## src/rtl/gate_ctl_pkg.sv

```systemverilog
package gate_ctl_pkg;

    typedef enum logic [2:0] {
        MODE_OFF    = 3'd0,
        MODE_STRAIT = 3'd1,
        MODE_SWAP   = 3'd2,
        MODE_COPY1  = 3'd3,
        MODE_COPY2  = 3'd4
    } route_mode_e;

    // Per-output feed selection: enabled and which input drives it.
    typedef struct packed {
        logic en;
        logic src;   // 0 = input 1, 1 = input 2
    } out_feed_t;

    typedef struct packed {
        out_feed_t o2;
        out_feed_t o1;
    } route_plan_t;

    localparam int N_IN    = 2;
    localparam int N_OUT   = 2;
    localparam int N_GATES = N_IN * N_OUT;

    function automatic route_mode_e code_to_mode(input logic [2:0] code);
        case (code)
            3'd1:    return MODE_STRAIT;
            3'd2:    return MODE_SWAP;
            3'd3:    return MODE_COPY1;
            3'd4:    return MODE_COPY2;
            default: return MODE_OFF;
        endcase
    endfunction

    function automatic route_plan_t mode_to_plan(input route_mode_e m);
        route_plan_t p;
        p = '0;
        case (m)
            MODE_STRAIT: begin p.o1 = '{1'b1, 1'b0}; p.o2 = '{1'b1, 1'b1}; end
            MODE_SWAP:   begin p.o1 = '{1'b1, 1'b1}; p.o2 = '{1'b1, 1'b0}; end
            MODE_COPY1:  begin p.o1 = '{1'b1, 1'b0}; p.o2 = '{1'b1, 1'b0}; end
            MODE_COPY2:  begin p.o1 = '{1'b1, 1'b1}; p.o2 = '{1'b1, 1'b1}; end
            default:     p = '0;
        endcase
        return p;
    endfunction

endpackage

```

## src/rtl/slot_timer.sv

```systemverilog
module slot_timer #(
    parameter int SLOT_CYCLES = 32,
    localparam int CNT_W = (SLOT_CYCLES > 1) ? $clog2(SLOT_CYCLES) : 1
) (
    input  logic             clk,
    input  logic             rst,
    output logic [CNT_W-1:0] cycle_idx,
    output logic             first_cycle,
    output logic             last_cycle
);
    localparam logic [CNT_W-1:0] LAST = CNT_W'(SLOT_CYCLES - 1);

    logic [CNT_W-1:0] cnt_q;

    always_ff @(posedge clk) begin
        if (rst)                cnt_q <= '0;
        else if (cnt_q == LAST) cnt_q <= '0;
        else                    cnt_q <= cnt_q + 1'b1;
    end

    assign cycle_idx   = cnt_q;
    assign first_cycle = (cnt_q == '0) && !rst;
    assign last_cycle  = (cnt_q == LAST) && !rst;

    a_r2_wrap: assert property (@(posedge clk) disable iff (rst)
        (cnt_q == LAST) |=> (cnt_q == '0));
    a_r2_step: assert property (@(posedge clk) disable iff (rst)
        (cnt_q != LAST) |=> (cnt_q == $past(cnt_q) + 1'b1));

endmodule

```

## src/rtl/cmd_latch.sv

```systemverilog
module cmd_latch
    import gate_ctl_pkg::*;
(
    input  logic        clk,
    input  logic        rst,
    input  logic        cmd_valid,
    input  logic [2:0]  cmd_mode,
    input  logic        slot_end,
    output route_mode_e next_mode
);
    logic        have_q;
    route_mode_e mode_q;

    always_ff @(posedge clk) begin
        if (rst) begin
            have_q <= 1'b0;
            mode_q <= MODE_OFF;
        end else if (slot_end) begin
            have_q <= 1'b0;
            mode_q <= MODE_OFF;
        end else if (cmd_valid) begin
            have_q <= 1'b1;
            mode_q <= code_to_mode(cmd_mode);
        end
    end

    always_comb begin
        if (cmd_valid)   next_mode = code_to_mode(cmd_mode);
        else if (have_q) next_mode = mode_q;
        else             next_mode = MODE_OFF;
    end

    a_r9_clear_at_boundary: assert property (@(posedge clk) disable iff (rst)
        slot_end |=> !have_q);
    a_r8_newest_kept: assert property (@(posedge clk) disable iff (rst)
        (cmd_valid && !slot_end) |=> (have_q && mode_q == code_to_mode($past(cmd_mode))));

endmodule

```

## src/rtl/gate_decode.sv

```systemverilog
module gate_decode
    import gate_ctl_pkg::*;
(
    input  route_mode_e        mode,
    output logic [N_GATES-1:0] gates
);
    route_plan_t plan;
    out_feed_t   feed [N_OUT];

    assign plan    = mode_to_plan(mode);
    assign feed[0] = plan.o1;
    assign feed[1] = plan.o2;

    // Gate index = input*N_OUT + output: A=0, B=1, C=2, D=3.
    for (genvar gi = 0; gi < N_IN; gi++) begin : g_in
        for (genvar go = 0; go < N_OUT; go++) begin : g_out
            assign gates[gi*N_OUT + go] = feed[go].en && (feed[go].src == 1'(gi));
        end
    end

endmodule

```

## src/rtl/optical_gate_ctrl.sv

```systemverilog
module optical_gate_ctrl
    import gate_ctl_pkg::*;
#(
    parameter int SLOT_CYCLES = 32,
    localparam int CNT_W = (SLOT_CYCLES > 1) ? $clog2(SLOT_CYCLES) : 1
) (
    input  logic             clk,
    input  logic             rst,
    input  logic             cmd_valid,
    input  logic [2:0]       cmd_mode,
    output logic [3:0]       gate_en,
    output logic             slot_start,
    output logic [CNT_W-1:0] slot_cycle
);
    logic               last_cycle;
    route_mode_e        next_mode;
    logic [N_GATES-1:0] next_gates;
    logic [N_GATES-1:0] gate_q;

    slot_timer #(.SLOT_CYCLES(SLOT_CYCLES)) u_timer (
        .clk         (clk),
        .rst         (rst),
        .cycle_idx   (slot_cycle),
        .first_cycle (slot_start),
        .last_cycle  (last_cycle)
    );

    cmd_latch u_latch (
        .clk       (clk),
        .rst       (rst),
        .cmd_valid (cmd_valid),
        .cmd_mode  (cmd_mode),
        .slot_end  (last_cycle),
        .next_mode (next_mode)
    );

    gate_decode u_decode (
        .mode  (next_mode),
        .gates (next_gates)
    );

    always_ff @(posedge clk) begin
        if (rst)             gate_q <= '0;
        else if (last_cycle) gate_q <= next_gates;
    end

    assign gate_en = gate_q;

    a_r1_reset_state: assert property (@(posedge clk)
        rst |=> (gate_en == 4'b0000 && slot_cycle == '0));
    a_r7_hold_in_slot: assert property (@(posedge clk) disable iff (rst)
        (slot_cycle != '0) |-> $stable(gate_en));
    a_r11_one_feed_per_output: assert property (@(posedge clk) disable iff (rst)
        !(gate_en[0] && gate_en[2]) && !(gate_en[1] && gate_en[3]));
    a_r2_pulse_at_zero: assert property (@(posedge clk) disable iff (rst)
        slot_start |-> ($countones(gate_en) <= 2 && slot_cycle == '0));

endmodule

```

## config.mk

```make
export PLATFORM = sky130hd
export DESIGN_NAME = optical_gate_ctrl
export DESIGN_NICKNAME = d
export VERILOG_FILES = /design/src/rtl/gate_ctl_pkg.sv /design/src/rtl/slot_timer.sv /design/src/rtl/cmd_latch.sv /design/src/rtl/gate_decode.sv /design/src/rtl/optical_gate_ctrl.sv
export SDC_FILE = /design/constraint.sdc
export NUM_CORES = 1
export LEC_CHECK = 0
export BUFFER_PORTS_ARGS = -buffer_cell sky130_fd_sc_hd__buf_4
export CAP_MARGIN = 20
export CORE_AREA = 5 5 42 44
export DETAILED_ROUTE_END_ITERATION = 10
export DIE_AREA = 0 0 47 49
export GPL_TIMING_DRIVEN = 0
export PLACE_DENSITY = 0.79
export SETUP_SLACK_MARGIN = 0.4
export SLEW_MARGIN = 15
export SYNTH_ARGS = -nofsm -noshare
export SYNTH_HDL_FRONTEND = slang
export SYNTH_HIERARCHICAL = 1
export SYNTH_SLANG_ARGS = --single-unit
```

## constraint.sdc

```tcl
create_clock -name clk -period 2.1 [get_ports clk]
set_input_delay 0.42 -clock clk [delete_from_list [all_inputs] [get_ports clk]]
set_output_delay 0.42 -clock clk [all_outputs]
set_load 0.01 [all_outputs]
```

=== After elaboration in Yosys (flattened, before gate mapping) ===
Index checks and enable logic that the tools add are counted.

* Flip-flop bits (word level): 13
* Input port bits: 6
* Output and inout port bits: 10
* Logic and storage cells: 30

* Add/subtract/negate cells: 1
* Equality and inequality tests: 9
* Muxes and demuxes: 4
* Bitwise operators: 2
* Reduce and logical (&&, ||, !) cells: 10

{| class="wikitable"
|+ Operator list
! operator !! count
|-
| 4-bit case mux with 4 select lines || 1
|-
| 3-bit by 2-bit equality test with 1-bit output, second input constant || 4
|-
| 3-bit case mux with 4 select lines || 1
|-
| 3-bit by 1-bit equality test with 1-bit output, second input constant || 2
|-
| 3-bit equality test, second input constant || 2
|-
| 1-bit logical AND || 6
|-
| 3-bit 2-to-1 mux || 2
|-
| 5-bit by 1-bit adder with 5-bit output, second input constant || 1
|-
| 5-bit equality test, second input constant || 1
|-
| 5-bit zero test || 1
|-
| 2-bit OR reduction || 2
|-
| 1-bit NOT || 2
|-
| 1-bit zero test || 1
|}

=== Logic depth before layout (Yosys ltp) ===
* Depth in word-level cells: 7
* Depth in mapped cells: 7
* Depth with buffers taken out: 6

=== Modules after synthesis ===
The synthesis kept the hierarchy.

{| class="wikitable"
|+ By module, submodules not included
! module !! instances !! cells an instance !! area each (µm²) !! seq. area each (µm²)
|-
| slot_timer || 1 || 23 || 244.0 || 100.1
|-
| cmd_latch || 1 || 21 || 200.2 || 80.1
|-
| optical_gate_ctrl || 1 || 13 || 140.1 || 80.1
|-
| gate_decode || 1 || 6 || 42.5 || 0.0
|}

=== Worst setup path after synthesis ===
OpenSTA, ideal clock, no wires.

* Kind: register to register
* From: reg u_timer.cnt_q[0] (netlist: u_timer/cycle_idx[0])
* To: reg u_latch.mode_q[2]
* Setup time: 0.058 ns
* Arrival time: 1.674 ns
* Data required time: 2.042 ns
* Setup slack: 0.368 ns
* Stages on the path, launching flop included: 7
* Path buffers: 0
* Clock period less this slack: 1.732 ns
* Cell sequence: dfxtp_1 > ha_1 > and3_2 > ha_1 > and2b_1 > or2_2 > o21ba_1

* Cells in the longest elaborated chain, start to end: 3

{| class="wikitable"
|+ Ends and longest elaborated chain
! item !! RTL line !! RTL
|-
| start, declared || slot_timer.sv:13 || <nowiki>logic [CNT_W-1:0] cnt_q;</nowiki>
|-
| start signal, assigned || slot_timer.sv:18 || <nowiki>else cnt_q <= cnt_q + 1'b1;</nowiki>
|-
| 5-bit equality test || slot_timer.sv:23 || <nowiki>assign last_cycle = (cnt_q == LAST) && !rst;</nowiki>
|-
| 1-bit logical AND || slot_timer.sv:23 ||
|-
| net last_cycle || optical_gate_ctrl.sv:15 || <nowiki>logic last_cycle;</nowiki>
|-
| 2-bit OR reduction (no line) || - ||
|-
| end signal, assigned || cmd_latch.sv:23 || <nowiki>mode_q <= code_to_mode(cmd_mode);</nowiki>
|-
| end, declared || cmd_latch.sv:12 || <nowiki>route_mode_e mode_q;</nowiki>
|}

The timed path passes the listed nets, and every way through them passes these cells.
A chain may end at the register's enable or synchronous reset.

=== Worst setup path in the final report ===
Ends and elaborated chain as after synthesis.

==> results by stage <==
Clocking:
- The count of hold buffers inserted by post-cts repair is 0.
- The latest clock arrival within the worst-skew pair is 0.28 ns.
- The TritonCTS buffer count is 3.
- CTS built an H-tree with a depth of 1.
- The clock net in this run drives a total of 13 sinks.
- The maximum buffer depth of the clock tree is 2.
- The clock tree from TritonCTS is done.
- The cell at the root of the clock tree is sky130_fd_sc_hd__clkbuf_4.
- After clock tree synthesis, the clock-pin slew on the worst setup and hold paths is about 0.090 ns.

Global route:
- The wire length of the first global-routing pass is 1.95 mm.
- The via count of the first global-routing pass is 501.
- The initial antenna violation count is 0.
- The largest net degree at the start of global routing is 14.
- Across every metal layer, demand over resource in global routing totals between 10% and 20%.
- Summed over all layers, the global routing overflow is 0.

Routing:
- For this block, the routed nets add up to ~1.2 mm of wire.
- In this run the remaining antenna-violating nets after routing total 0.
- For this run, design rule violations remaining after detail routing come to 0.
- The routed wire length per instance is 11.8 um.
- The first detailed-routing pass took 4 iterations.
- The mean number of vias per cell is between 5 and 6.
- Summing over every cut layer, the via total after detailed routing is between 500 and 600.
- The iteration-0 DRC count of the detailed router is 3.

Layout:
- The number of antenna diodes in the final layout is 0.
- The filler-free cell count of the finished design is slightly above 100.
- The total number of nets in the final design is 96.
- The filler cells instantiated in the layout total between 100 and 150.
- At the end of the flow the core is filled with cells to just over 60%.
- The total non-filler cell area in the finished layout is between 800 and 900 um^2.
- The area added between synthesis and finish is 34.9%.
- The fraction of layout instances using a drive strength above 1 is between 40 and 50%.

Place:
- At the placement stage, the worst setup path has a slack of 0.369 ns.
- The number of instances in the placed design is 94.
- The instance area after placement is ~760 um^2.
- In this run the tool buffered the top-level ports with 15 buffer cells.
- The half-perimeter wire length after detailed placement is ~900 um.
- The placer's final routability congestion estimate is 0.697.

Power:
- VDD sags by at most 0.417 mV.
- The power density over the cells is about 570 nW/um^2.
- The total power after layout is 480 uW.
- The static leakage is just under 0.4 nW.

Timing:
- After routing, the total negative slack on setup checks comes to 0 ns.
- The worst slew slack as a fraction of its limit is approximately 86%.
- Setup violations remaining at the end of the flow were counted as 0.
- The worst path uses 77.6% of the clock period.
- Setup slack closes at ~0.47 ns.
- The shortest period the worst path allows is 1.63 ns.
- Setup repair after global routing could not meet its margin everywhere.
- For this run, the top clock speed supported by timing is between 600 and 700 MHz.
- The worst setup skew after layout is approximately 0.011 ns.
- The total count of max-transition violations in the final report is 0.
- For the pin with the worst max-slew slack, the measured transition is approximately 0.21 ns.
- The final-report hold violation count was 0.
- On the final layout, the worst hold slack is 0.392 ns.

Yosys:
- The sequential area share after synthesis is between 40% and 50%.
- The top cell type by area accounts for around two fifths of the synthesized area.
- The net count after synthesis is a little over 70.
- Summed over all instances, the cell type with the most area after synthesis is sky130_fd_sc_hd__dfxtp_1.
- Sorting the synthesized cells by area gives the leading types as sky130_fd_sc_hd__dfxtp_1 (42%), sky130_fd_sc_hd__mux2i_1 (6.4%), sky130_fd_sc_hd__ha_1 (6.0%).
- The count of state elements after synthesis is 13.
- The post-synthesis cell area is 627 um^2.
- The number of distinct library cells after synthesis is 24.
- In the synthesized netlist, the number of instances is 63.
- The count of warnings emitted by yosys is 6.
- Averaged over all synthesized cells, the footprint is 9.95 um^2.

Floorplanning:
- After floorplanning, the core was divided into 14 placement rows.
- The y dimension of the die is between 40 and 50 um.
- The floorplan die width is 47 um.
- For this design the top-level I/O count stands at 16.
- In this run the standard cell core region covers ~1400 um^2.
- The initial utilization of the core area, before any placement, comes to 44.7%.
- The die area is 2300 um^2.

Worst hold path:
- The min-delay analysis places its worst path in the category in -> reg.
- In this run the most critical hold path is launched from rst.

Worst setup path:
- The required time at the endpoint of the critical path is ~2.3 ns.
- The worst setup path is launched from a register.
- In this run the critical register-to-register path is launched from u_timer/cycle_idx[0].
- The endpoint class of the critical path is a register.
- The largest fanout of any net on the critical path is 5.
- In this design, the stage delay of the slowest critical-path cell is ~0.36 ns.
- The arrival time at the worst endpoint is ~1.9 ns.
- The slowest stage of the critical path belongs to the cell sky130_fd_sc_hd__dfxtp_4.
- The critical path goes through ha_1 > and3_2 > ha_4 > and2b_1 > or2_4 > o21ba_1.
- The startpoint of the worst setup timing path is u_timer/cycle_idx[0].
- The critical path is of the reg -> reg type.

Flow run:
- Across the run, the number of max-cap violations was 0.

Run status:
- The run finished with clean final reports.
-- layout make-up --
class / instances / area [um^2] / share of cell area (%)
multi-input combinational: 47 / 375 / 44.4
buffer: 1 / 7.51 / 0.888
clock buffer: 3 / 22.5 / 2.66
sequential: 13 / 265 / 31.4
timing repair buffer: 19 / 143 / 16.9
tap: 16 / 20.0 / 2.37
inverter: 2 / 7.51 / 0.888
clock inverter: 1 / 5.00 / 0.592
-- cells in the mapped netlist --
library cell and n:
sky130_fd_sc_hd__a21o_2 1, sky130_fd_sc_hd__a21oi_1 2, sky130_fd_sc_hd__a22o_1 2, sky130_fd_sc_hd__and2b_1 2
sky130_fd_sc_hd__and2b_2 2, sky130_fd_sc_hd__and3_2 1, sky130_fd_sc_hd__and4bb_1 1, sky130_fd_sc_hd__clkbuf_2 1
sky130_fd_sc_hd__dfxtp_1 13, sky130_fd_sc_hd__ha_1 3, sky130_fd_sc_hd__inv_1 2, sky130_fd_sc_hd__mux2_4 1
sky130_fd_sc_hd__mux2i_1 4, sky130_fd_sc_hd__nand2b_1 3, sky130_fd_sc_hd__nand3_2 1, sky130_fd_sc_hd__nand3b_1 2
sky130_fd_sc_hd__nor2_1 8, sky130_fd_sc_hd__nor2b_1 2, sky130_fd_sc_hd__nor3_1 3, sky130_fd_sc_hd__nor3b_1 3
sky130_fd_sc_hd__nor4_1 1, sky130_fd_sc_hd__o21ba_1 1, sky130_fd_sc_hd__or2_2 1, sky130_fd_sc_hd__xnor2_1 3
-- sequential cells by signal (all words and copies together), names as in the netlist --
name and flops:
gate_en 4, u_latch/have_q 1, u_latch/mode_q 3, u_timer/cycle_idx 5
-- placed cells by master (no fill, tap or decap), types with 2 or more instances in the layout --
cell and count:
sky130_fd_sc_hd__dfxtp_1 11, sky130_fd_sc_hd__nor2b_1 2, sky130_fd_sc_hd__nand3b_1 2, sky130_fd_sc_hd__a21oi_1 2
sky130_fd_sc_hd__nand2b_1 3, sky130_fd_sc_hd__inv_1 2, sky130_fd_sc_hd__and2b_1 2, sky130_fd_sc_hd__clkbuf_4 3
sky130_fd_sc_hd__ha_1 2, sky130_fd_sc_hd__nor2_1 8, sky130_fd_sc_hd__xnor2_1 3, sky130_fd_sc_hd__mux2i_1 4
sky130_fd_sc_hd__nor3_1 3, sky130_fd_sc_hd__a22o_1 2, sky130_fd_sc_hd__nor3b_1 3, sky130_fd_sc_hd__and2b_2 2
sky130_fd_sc_hd__buf_4 20
-- critical path: cells and delay by family, from the launching register on --
family	cells	cell delay, ns
compound gates	1	0.20
fa+ha+maj	2	0.39
flops	1	0.36
simple gates	3	0.63
-- final timing paths --
kind / slack (ns) / cells after the start / endpoint
min: 0.39 / 2 / u_timer/cycle_idx[0]
min reg2reg: 0.47 / 2 / u_latch/have_q
max: 0.47 / 6 / u_latch/mode_q[2]
max reg2reg: 0.47 / 6 / u_latch/mode_q[2]
-- kinds of logic after synthesis --
| family | share of synthesized area, % |
|---|---|
| AOI/OAI and AO/OA | 7.39 |
| xor gates and xnor gates | 4.19 |
| adders and majority gates | 5.99 |
| buffers and inverters | 2.00 |
| DFF | 41.5 |
| muxes | 8.78 |
| and+or+nand+nor | 30.1 |
-- power by group --
part | leakage (nW) | switching [mW] | internal [mW]
clock | 0.0177 | 0.0818 | 0.0706
sequential | 0.107 | 0.00780 | 0.255
combinational | 0.262 | 0.0288 | 0.0366
-- layer usage --
layer | vias up | GRT usage [%] | routed length [um]
li1 | 264 | - | -
met1 | 235 | 12.3 | 535
met2 | 16 | 18.6 | 579
met3 | 2 | 6.27 | 72
met4 | 0 | 5.53 | 16
met5 | - | 0 | 0
-- timing repair --
item | 4_1_cts | 5_1_grt
setup endpoints to repair | 6 | 6
resized for setup | 4 | 4
setup buffers | 0 | 4
(Power assumes the default switching activity.)
